$ cat src/rtl/isr_pkg.sv
package isr_pkg;

    localparam int REG_W     = 32;
    localparam int NUM_EVT   = 11;
    localparam int EVT_SPAN  = 15;
    localparam int ST_W      = 3;

    localparam int POS_FATAL = 13;
    localparam int POS_ABN   = 15;
    localparam int POS_NRM   = 16;

    localparam logic [REG_W-1:0] ABN_MASK = 32'h0000_2BAA;
    localparam logic [REG_W-1:0] NRM_MASK = 32'h0000_0045;
    localparam logic [REG_W-1:0] IRQ_MASK = ABN_MASK | NRM_MASK
                                          | (32'h1 << POS_ABN) | (32'h1 << POS_NRM);

    typedef enum int {
        EV_TX_DONE   = 0,
        EV_TX_STOP   = 1,
        EV_TX_NODESC = 2,
        EV_TX_JABBER = 3,
        EV_TX_UFLOW  = 4,
        EV_RX_DONE   = 5,
        EV_RX_NODESC = 6,
        EV_RX_STOP   = 7,
        EV_RX_WDOG   = 8,
        EV_GP_TIMER  = 9,
        EV_BUS_FATAL = 10
    } evt_idx_e;

    typedef struct packed {
        logic [5:0]          rsv;
        logic [ST_W-1:0]     err_type;
        logic [ST_W-1:0]     tx_st;
        logic [ST_W-1:0]     rx_st;
        logic                nrm;
        logic                abn;
        logic [EVT_SPAN-1:0] evts;
    } stat_word_t;

    function automatic int evt_pos(input int idx);
        case (idx)
            0:  return 0;
            1:  return 1;
            2:  return 2;
            3:  return 3;
            4:  return 5;
            5:  return 6;
            6:  return 7;
            7:  return 8;
            8:  return 9;
            9:  return 11;
            default: return 13;
        endcase
    endfunction

endpackage

$ cat src/rtl/isr_evt_bit.sv
module isr_evt_bit (
    input  logic clk,
    input  logic rst,
    input  logic set_i,
    input  logic clr_i,
    output logic q_o
);

    always_ff @(posedge clk) begin
        if (rst)        q_o <= 1'b0;
        else if (set_i) q_o <= 1'b1;
        else if (clr_i) q_o <= 1'b0;
    end

    AST_SET_WINS: assert property (@(posedge clk) disable iff (rst)
        set_i |=> q_o);
    AST_STICKY: assert property (@(posedge clk) disable iff (rst)
        (q_o && !clr_i) |=> q_o);
    AST_NO_SPURIOUS: assert property (@(posedge clk) disable iff (rst)
        (!q_o && !set_i) |=> !q_o);

endmodule

$ cat src/rtl/isr_summary.sv
module isr_summary
    import isr_pkg::*;
(
    input  logic [EVT_SPAN-1:0] evts_i,
    input  logic [ST_W-1:0]     tx_st_i,
    input  logic [ST_W-1:0]     rx_st_i,
    input  logic                err_valid_i,
    input  logic [ST_W-1:0]     err_code_i,
    input  logic [REG_W-1:0]    enable_i,
    output logic [REG_W-1:0]    word_o,
    output logic                irq_n_o
);

    stat_word_t               sw;
    logic [REG_W-1:0]         ev_wide;

    always_comb begin
        ev_wide     = {{(REG_W-EVT_SPAN){1'b0}}, evts_i};
        sw          = '0;
        sw.evts     = evts_i;
        sw.abn      = |(ev_wide & ABN_MASK);
        sw.nrm      = |(ev_wide & NRM_MASK);
        sw.tx_st    = tx_st_i;
        sw.rx_st    = rx_st_i;
        sw.err_type = err_valid_i ? err_code_i : '0;
        word_o      = sw;
        irq_n_o     = ~|(word_o & enable_i & IRQ_MASK);
    end

endmodule

$ cat src/rtl/irq_status_unit.sv
module irq_status_unit
    import isr_pkg::*;
(
    input  logic                 clk,
    input  logic                 rst,
    input  logic [NUM_EVT-1:0]   evt_pulse,
    input  logic                 tx_req_irq,
    input  logic [ST_W-1:0]      tx_state,
    input  logic [ST_W-1:0]      rx_state,
    input  logic [ST_W-1:0]      bus_err_code,
    input  logic                 soft_rst,
    input  logic                 reg_wr,
    input  logic                 reg_sel,
    input  logic [REG_W-1:0]     reg_wdata,
    output logic [REG_W-1:0]     reg_rdata,
    output logic                 irq_n,
    output logic                 dma_hold
);

    logic [NUM_EVT-1:0]  evt_q;
    logic [NUM_EVT-1:0]  evt_set;
    logic [NUM_EVT-1:0]  evt_clr;
    logic [EVT_SPAN-1:0] evts;
    logic [REG_W-1:0]    enable_q;
    logic [REG_W-1:0]    status_w;
    logic [ST_W-1:0]     err_q;
    logic                wr_status;
    logic                fatal_q;

    assign wr_status = reg_wr && !reg_sel;

    for (genvar gi = 0; gi < NUM_EVT; gi++) begin : g_evt
        localparam int POS = evt_pos(gi);
        if (gi == EV_TX_DONE) begin : g_gated
            assign evt_set[gi] = evt_pulse[gi] && tx_req_irq;
        end else begin : g_plain
            assign evt_set[gi] = evt_pulse[gi];
        end
        assign evt_clr[gi] = wr_status && reg_wdata[POS];

        isr_evt_bit u_bit (
            .clk   (clk),
            .rst   (rst),
            .set_i (evt_set[gi]),
            .clr_i (evt_clr[gi]),
            .q_o   (evt_q[gi])
        );
    end

    always_comb begin
        evts = '0;
        for (int i = 0; i < NUM_EVT; i++) begin
            evts[evt_pos(i)] = evt_q[i];
        end
    end

    assign fatal_q = evt_q[EV_BUS_FATAL];

    always_ff @(posedge clk) begin
        if (rst) begin
            enable_q <= '0;
            err_q    <= '0;
            dma_hold <= 1'b0;
        end else begin
            if (reg_wr && reg_sel)
                enable_q <= reg_wdata;
            if (evt_pulse[EV_BUS_FATAL] && !fatal_q)
                err_q <= bus_err_code;
            if (soft_rst)
                dma_hold <= 1'b0;
            else if (evt_pulse[EV_BUS_FATAL])
                dma_hold <= 1'b1;
        end
    end

    isr_summary u_sum (
        .evts_i      (evts),
        .tx_st_i     (tx_state),
        .rx_st_i     (rx_state),
        .err_valid_i (fatal_q),
        .err_code_i  (err_q),
        .enable_i    (enable_q),
        .word_o      (status_w),
        .irq_n_o     (irq_n)
    );

    assign reg_rdata = reg_sel ? enable_q : status_w;

    AST_HOLD_STICKY: assert property (@(posedge clk) disable iff (rst)
        (dma_hold && !soft_rst) |=> dma_hold);
    AST_FATAL_HOLDS: assert property (@(posedge clk) disable iff (rst)
        (evt_pulse[EV_BUS_FATAL] && !soft_rst) |=> dma_hold);
    AST_ERR_STABLE: assert property (@(posedge clk) disable iff (rst)
        (fatal_q && $past(fatal_q)) |-> $stable(err_q));
    AST_IRQ_QUIET: assert property (@(posedge clk) disable iff (rst)
        ((enable_q & IRQ_MASK) == '0) |-> irq_n);

endmodule

$ cat config.mk
export PLATFORM = sky130hd
export DESIGN_NAME = irq_status_unit
export DESIGN_NICKNAME = d
export VERILOG_FILES = /design/src/rtl/isr_pkg.sv /design/src/rtl/isr_evt_bit.sv /design/src/rtl/isr_summary.sv /design/src/rtl/irq_status_unit.sv
export SDC_FILE = /design/constraint.sdc
export NUM_CORES = 1
export LEC_CHECK = 0
export CAP_MARGIN = 20
export CORE_AREA = 2 2 69 97
export CTS_CLUSTER_SIZE = 14
export DETAILED_ROUTE_END_ITERATION = 8
export DIE_AREA = 0 0 71 99
export PLACE_DENSITY_LB_ADDON = 0.05
export SYNTH_ARGS = -nofsm -noshare
export SYNTH_HDL_FRONTEND = slang
export SYNTH_SLANG_ARGS = --single-unit
$ cat constraint.sdc
create_clock -name clk -period 2.3 [get_ports clk]
set_input_delay 0.69 -clock clk [delete_from_list [all_inputs] [get_ports clk]]
set_output_delay 0.69 -clock clk [all_outputs]
set_load 0.01 [all_outputs]
# After elaboration in Yosys (flattened, before gate mapping)
# Cells that the tools add are included.
# op_classes
n_reduce_logical	33
mux	24
bitwise_logic	1
# ops
operator	n
$mux W32	1
$mux W1	22
$reduce_bool A2 Y1	11
$and A17 B17 Y17	1
$logic_and A1 B1 Y1	15
$reduce_or A13 Y1	1
$reduce_or A8 Y1	1
$logic_not A1 Y1	3
$mux W3	1
$reduce_or A3 Y1	1
$reduce_or A2 Y1	1
# word_totals
reg_bits	47
input_bits	58
out_inout_bits	34

# Longest topological paths before layout
# Gate-level depths: netlist (run 1).
# logic_depth
word_depth	5
ltp_mapped	5

# Cells and area by module
# A second synthesis (run 1) with hierarchy kept.
# hier_totals
hier_cells	300
hier_area_um2	2817.7
# modules_own_cells
mod	area_per_inst_um2	cells_per_inst	instances
irq_status_unit	2070.7	213	1
isr_evt_bit	38.8	4	11
isr_summary	320.3	43	1

# Worst setup path after synthesis (run 1)
# No wires, ideal clock.
# synth_path
path_type	input to output
from	input reg_sel
to	output reg_rdata[11]
required_ns	1.610
cell_stages	3
path_buffers	2
arrival_time_ns	1.489
setup_slack_ns	0.121
cell_sequence	clkbuf_1 buf_2 mux2_2
# synth_between
elab_chain_len	1
# synth_rtl
item	line	text
from (decl)	irq_status_unit.sv:13	input logic reg_sel,
$mux W32	irq_status_unit.sv:87	assign reg_rdata = reg_sel ? enable_q : status_w;
to (decl)	irq_status_unit.sv:15	output logic [REG_W-1:0] reg_rdata,
# Every way passes these cells.

# Final worst setup path (run 1)
# layout_path
from	register g_evt[5].u_bit.q_o
to	output irq_n
# layout_between
elab_chain_len	4
# layout_rtl
item	line	text
from (decl)	isr_evt_bit.sv:6	output logic q_o
from (signal assigned)	isr_evt_bit.sv:10	if (rst) q_o <= 1'b0;
from (signal assigned)	isr_evt_bit.sv:11	else if (set_i) q_o <= 1'b1;
from (signal assigned)	isr_evt_bit.sv:12	else if (clr_i) q_o <= 1'b0;
$reduce_or A3 Y1	isr_summary.sv:22	sw.nrm = |(ev_wide & NRM_MASK);
$and A17 B17 Y17 (*)	isr_summary.sv:27	irq_n_o = ~|(word_o & enable_i & IRQ_MASK);
$reduce_or A13 Y1 (*)	isr_summary.sv:27	
$logic_not A1 Y1 (*)	isr_summary.sv:27	
to (decl)	irq_status_unit.sv:16	output logic irq_n,
# Every way passes the cells marked *; elsewhere a longest branch is shown, timed or not.

==> metrics.yaml, run 1 <==
first_pass_iters: 4
fp.dieW_um: 71
crit_path_start_kind: "register"
worstPathRequired_ns: 1.61
die_area_mm2: 0.00703
n_fill_cell: 610
yosysWarnings: 0
synth_top_cells_by_count: "72 x nand2_1, 47 x dfxtp_1, 42 x a21oi_1"
reg2regPathDepth: 4
grt_pass1_wl_um: 9910
grt_max_degree: 27
synth_nets: 314
synth_area_leaders: "dfxtp_1 45%, nand2_1 13%, mux2_2 10%"
ant_nets: 0
holdPathEnd: "enable_q[27]$_SDFFE_PP0P_"
rows: 34
gp_congestion: 0.751
endpoint_kind: "primary output"
slew_violations: 0
cts_tree: "done"
diodes: 0
drv_cap: 0
rsz0062_at_grt: "true"
globalRouteOverflowTotal: 0
cp.buffers_inverters: 1
dp_hpwl_um: 4130
synth-main-ff-cell: "dfxtp_1"
path_max_fanout: 2
yosys.cell_count.top_type: "nand2_1"
outcome: "finished, violations left"
ys_async_sr_fraction: 0
vias: 2062
arrival_ns: 1.62
power_leakage_uw: 0.00137
drive_above_1_share: 0.155
hp-start: "enable_q[27]$_SDFFE_PP0P_"
period_needed_ns: 2.31
wl_per_cell_um: 14.0
regToRegSetupSlack_ns: 1.09
path_clk_slew_ns: 0.09
dpl_cell_area_mm2: 0.00315
met2_usage: 0.304
port_buffers: 91
syn_inst: 256
synth_top_area_cell: "dfxtp_1"
clock_skew_ns: 0.000664
die_y_um: 99
syn_to_final_growth_pct: 60.9
crit_chain: "or3_4 > a221o_1 > a211oi_2 > buf_2"
violations: "setup timing"
setup_tns_ns: -0.00844
hold_viol: 0
p_total_uw: 1980
synth_area_mm2: 0.00207
cts_made_buffers: 5
layout.nets: 411
coreArea_mm2: 0.00617
powerDensity_mw_per_mm2: 593
viasPerCell: 4.84
grtUsageTotal: 0.176
start_util: 0.336
hold_buffers: 0
slowest_stage: "or3_4"
min_path_type: "register to register"
setup_viol: 1
drt-initial-drc-count: 112
clk_latency_ns: 0.29
timing.final.ws_setup_ns: -0.00844
grt.busiest_layer: "met2"
min_delay_path_depth: 2
h-tree-depth: 2
cts.sinks: 47
ios: 92
use_met3: 0.0419
cts_buffer_depth: 2
cts-root-buf: "clkbuf_8"
grt_pass1_vias: 2125
ys_seq_elements: 47
met1_usage: 0.213
max_slew_margin: 0.688
crit_family: "compound AO/OA/AOI/OAI gates"
syn_avg_cell_area_um2: 8.09
crit_type: "register to primary output"
synth_top_area_share: 0.454
synth_enable_flop_cells: 0
worst_slew_pin_slew_ns: 0.468
r2r_end: "err_q[1]$_SDFFE_PP0P_"
antenna_found_initial: 0
peakVddDrop_mv: 0.385
postLayoutCellArea_mm2: 0.00333
finalCritPeriodShare: 1.00
wl_um: 5950
slowest_delay_ns: 0.38
synthDistinctLibCells: 20
r2r-start: "g_evt[10].u_bit.q_o$_SDFFE_PP0P_"
fmax_ghz: 0.433
seq_area_frac_synth: 0.454
drc: 0
==> final cells by class <==
class / instances / area, um2 / share of cell area
Timing Repair Buffer: 109 / 1090 / 0.327
Multi-Input combinational cell: 190 / 1080 / 0.323
Tap cell: 72 / 90.1 / 0.0270
Sequential cell: 47 / 943 / 0.283
Clock inverter: 2 / 60.1 / 0.0180
Clock buffer: 6 / 72.6 / 0.0218
==> how the worst max path moves through the flow <==
stage                                                from            end  cells past startpoint
after floorplan                                   reg_sel  reg_rdata[11]                      3
after global placement                            reg_sel   reg_rdata[7]                      4
after detailed placement                          reg_sel   reg_rdata[5]                      4
after CTS                 g_evt[5].u_bit.q_o$_SDFFE_PP0P_          irq_n                      4
after global routing      g_evt[6].u_bit.q_o$_SDFFE_PP0P_  reg_rdata[15]                      4
final                     g_evt[5].u_bit.q_o$_SDFFE_PP0P_          irq_n                      4
==> power by group <==
part / total, uW / leakage [uW] / switching, uW / internal (uW)
sequential: 889 / 0.000387 / 31.3 / 857
combinational: 382 / 0.000921 / 153 / 229
clock: 706 / 0.0000654 / 271 / 434
==> per-stage QoR <==
stage | worst slack [ns] | utilization | std cells | hold slack (ns)
after floorplan | 0.121 | - | 256 | 0.432
after global placement | -0.223 | 0.511 | 416 | 0.438
after detailed placement | -0.226 | 0.511 | 416 | 0.442
after CTS | -0.0325 | 0.540 | 426 | 0.454
after global routing | -0.0970 | 0.541 | 426 | 0.476
final | -0.00844 | 0.541 | 426 | 0.453
==> logic make-up (layout without fill, tap and decap cells) <==
family                 after synthesis  in the layout  synth area share
AO/OA/AOI/OAI                       53             53             0.142
flip-flops                          47             47             0.454
AND/OR/NAND/NOR                    115            115             0.248
multiplexers                        22             22             0.118
buffers and inverters               19            117            0.0380
==> timing repair <==
| action | CTS | global route |
|---|---|---|
| buffers inserted | 0 | 0 |
| resized for setup | 53 | 4 |
| gates cloned | 2 | 0 |
| endpoints found under the hold margin | 0 | 0 |
| pin swaps | 2 | 1 |
| setup endpoints to repair | 33 | 7 |
==> per-layer routing <==
layer | up-vias | part of all wire | routed length, um
li1 | 1053 | - | -
met1 | 936 | 0.43 | 2590
met2 | 66 | 0.49 | 2930
met3 | 7 | 0.059 | 352
met4 | 0 | 0.015 | 89
met5 | - | 0 | 0
==> cell usage in the layout, fill, tap and decap left out, drive strengths merged, types with 5 or more instances in the layout <==
cell type / n
a21oi: 42
a22oi: 5
and2: 11
buf: 22
clkbuf: 7
clkdlybuf4s15: 5
clkdlybuf4s50: 56
dfxtp: 47
dlygate4sd2: 25
mux2: 19
nand2: 72
nand3b: 11
nor2: 15
==> sequential cells by signal (all words and copies together) (netlist names) <==
name and count:
g_evt.u_bit.q_o 11, dma_hold 1, enable_q 32, err_q 3
==> tightest hold or removal path, cell delays in order, from the launching register on <==
cell     delay, ns
dfxtp_1       0.31
nand2_1       0.05
a21oi_1       0.05
(Power assumes the default switching activity.)
==> run 2: changes to the inputs <==
--- a/config.mk
+++ b/config.mk
@@ -6,10 +6,10 @@
 export NUM_CORES = 1
 export LEC_CHECK = 0
 export CAP_MARGIN = 20
-export CORE_AREA = 2 2 69 97
+export CORE_AREA = 2 2 80 82
 export CTS_CLUSTER_SIZE = 14
 export DETAILED_ROUTE_END_ITERATION = 8
-export DIE_AREA = 0 0 71 99
+export DIE_AREA = 0 0 82 84
 export PLACE_DENSITY_LB_ADDON = 0.05
 export SYNTH_ARGS = -nofsm -noshare
 export SYNTH_HDL_FRONTEND = slang
==> run 2 against run 1 <==
Against the previous run:
- fmax shrank 1.4%
- largest cell class unchanged
- wire length shrank 0.84%
- final cell count grew 1.9%
- largest power group unchanged
- cell area rose by 0.68%
- utilization grew 1.0 points
- die area fell by 2.0%
- critical path type unchanged
- sequential power hardly changed
- the flow still finishes with violations (setup timing)
- critical path depth did not move
==> metrics.yaml, run 2 (synthesized netlist as in run 1, its figures left out) <==
antenna_found_initial: 0
first_pass_iters: 4
finalCritPeriodShare: 1.02
timing.final.ws_setup_ns: -0.0409
cts-root-buf: "clkbuf_8"
fmax_ghz: 0.427
setup_viol: 1
port_buffers: 91
worstPathRequired_ns: 1.61
path_max_fanout: 2
top_regs: "enable_q: 32 flops, g_evt.u_bit.q_o: 11 flops, err_q: 3 flops"
vias: 2048
cts.sinks: 47
grt_pass1_wl_um: 9520
drt-initial-drc-count: 70
wl_per_cell_um: 13.6
slew_violations: 0
syn_to_final_growth_pct: 62.0
grtUsageTotal: 0.180
pwr-share-clk: 0.361
internal-power_uw: 1520
dp_hpwl_um: 4100
powerDensity_mw_per_mm2: 591
h-tree-depth: 2
regToRegSetupSlack_ns: 1.10
switchingPower_uw: 464
clk_latency_ns: 0.30
layout.nets: 414
drive_above_1_share: 0.160
cts_made_buffers: 5
seq_power_share: 0.447
grt_max_degree: 28
arrival_ns: 1.65
power_leakage_uw: 0.00139
p_total_uw: 1980
final_cell_mix: "72 x nand2_1, 56 x clkdlybuf4s50_1, 46 x dfxtp_1, 42 x a21oi_1, 25 x dlygate4sd2_1"
regArea_um2: 945
die_area_mm2: 0.00689
max_slew_margin: 0.705
swShare: 0.234
drv_cap: 0
path_clk_slew_ns: 0.09
grt_pass1_vias: 1981
crit_type: "register to primary output"
coreArea_mm2: 0.00610
combPwrFrac: 0.193
rows: 29
die_y_um: 84
violations: "setup timing"
worst_slew_pin_slew_ns: 0.442
peakVddDrop_mv: 0.383
start_util: 0.340
ios: 92
top_register: "enable_q"
hold_viol: 0
fp.dieW_um: 82
cts_tree: "done"
n_fill_cell: 601
globalRouteOverflowTotal: 0
wl_um: 5900
largest_reg_flops: 32
diodes: 0
setup_tns_ns: -0.0409
period_needed_ns: 2.34
crit_path_start_kind: "register"
clock_skew_ns: 0.000317
viasPerCell: 4.72
endpoint_kind: "primary output"
rsz0062_at_grt: "true"
min_path_type: "register to register"
outcome: "finished, violations left"
final_common_cell: "nand2_1"
ant_nets: 0
multi_input_area_mm2: 0.00107
cts_buffer_depth: 2
gp_congestion: 0.752
drc: 0
-- run 2: repair_timing --
item,CTS,global route
endpoints found under the setup margin,33,7
pin swaps,4,0
cloned,2,0
setup buffers,1,0
resized for setup,51,2
hold buffers,0,0
-- run 2: critical path: stages (launching register included) --
cell and delay [ns]:
dfxtp_1 0.32, or3_4 0.39, a221o_1 0.32, a211oi_2 0.16, buf_2 0.17
-- run 2: cell type report --
type | count | area share
repair buffers | 112 | 0.331
multi-input cells | 190 | 0.319
flip-flops and latches | 47 | 0.281
well taps | 77 | 0.0287
clock buffers | 5 | 0.0205
clock inverters | 3 | 0.0201
-- run 2: per-stage QoR --
step | hold slack (ns) | cells | utilization | setup slack (ns) | area, um2
after detailed placement | 0.445 | 423 | 0.519 | -0.224 | 3160
after CTS | 0.458 | 434 | 0.551 | -0.0639 | 3360
after floorplan | 0.432 | 256 | - | 0.121 | 2070
final | 0.454 | 434 | 0.551 | -0.0409 | 3360
after global routing | 0.476 | 434 | 0.551 | -0.129 | 3360
after global placement | 0.438 | 423 | 0.519 | -0.228 | 3160
-- run 2: worst paths after layout --
check                                    from                         to  cells past startpoint
min                 enable_q[12]$_SDFFE_PP0P_  enable_q[12]$_SDFFE_PP0P_                      2
max           g_evt[5].u_bit.q_o$_SDFFE_PP0P_                      irq_n                      4
min reg2reg         enable_q[12]$_SDFFE_PP0P_  enable_q[12]$_SDFFE_PP0P_                      2
max reg2reg  g_evt[10].u_bit.q_o$_SDFFE_PP0P_      err_q[1]$_SDFFE_PP0P_                      4
-- run 2: power groups by stage --
stage	Sequential, uW	Combinational (uW)	Clock [uW]
2_1_floorplan	897	162	0
3_3_place_gp	904	390	0
3_5_place_dp	904	391	0
4_1_cts	887	387	732
5_1_grt	893	419	768
6_report	886	382	716
-- run 2: per-layer routing --
metal / share of wire / GRT usage / vias up
met5: 0 / 0 / -
met2: 0.46 / 0.292 / 71
met3: 0.061 / 0.0379 / 6
li1: - / - / 1059
met4: 0.0086 / 0.0409 / 0
met1: 0.47 / 0.243 / 912
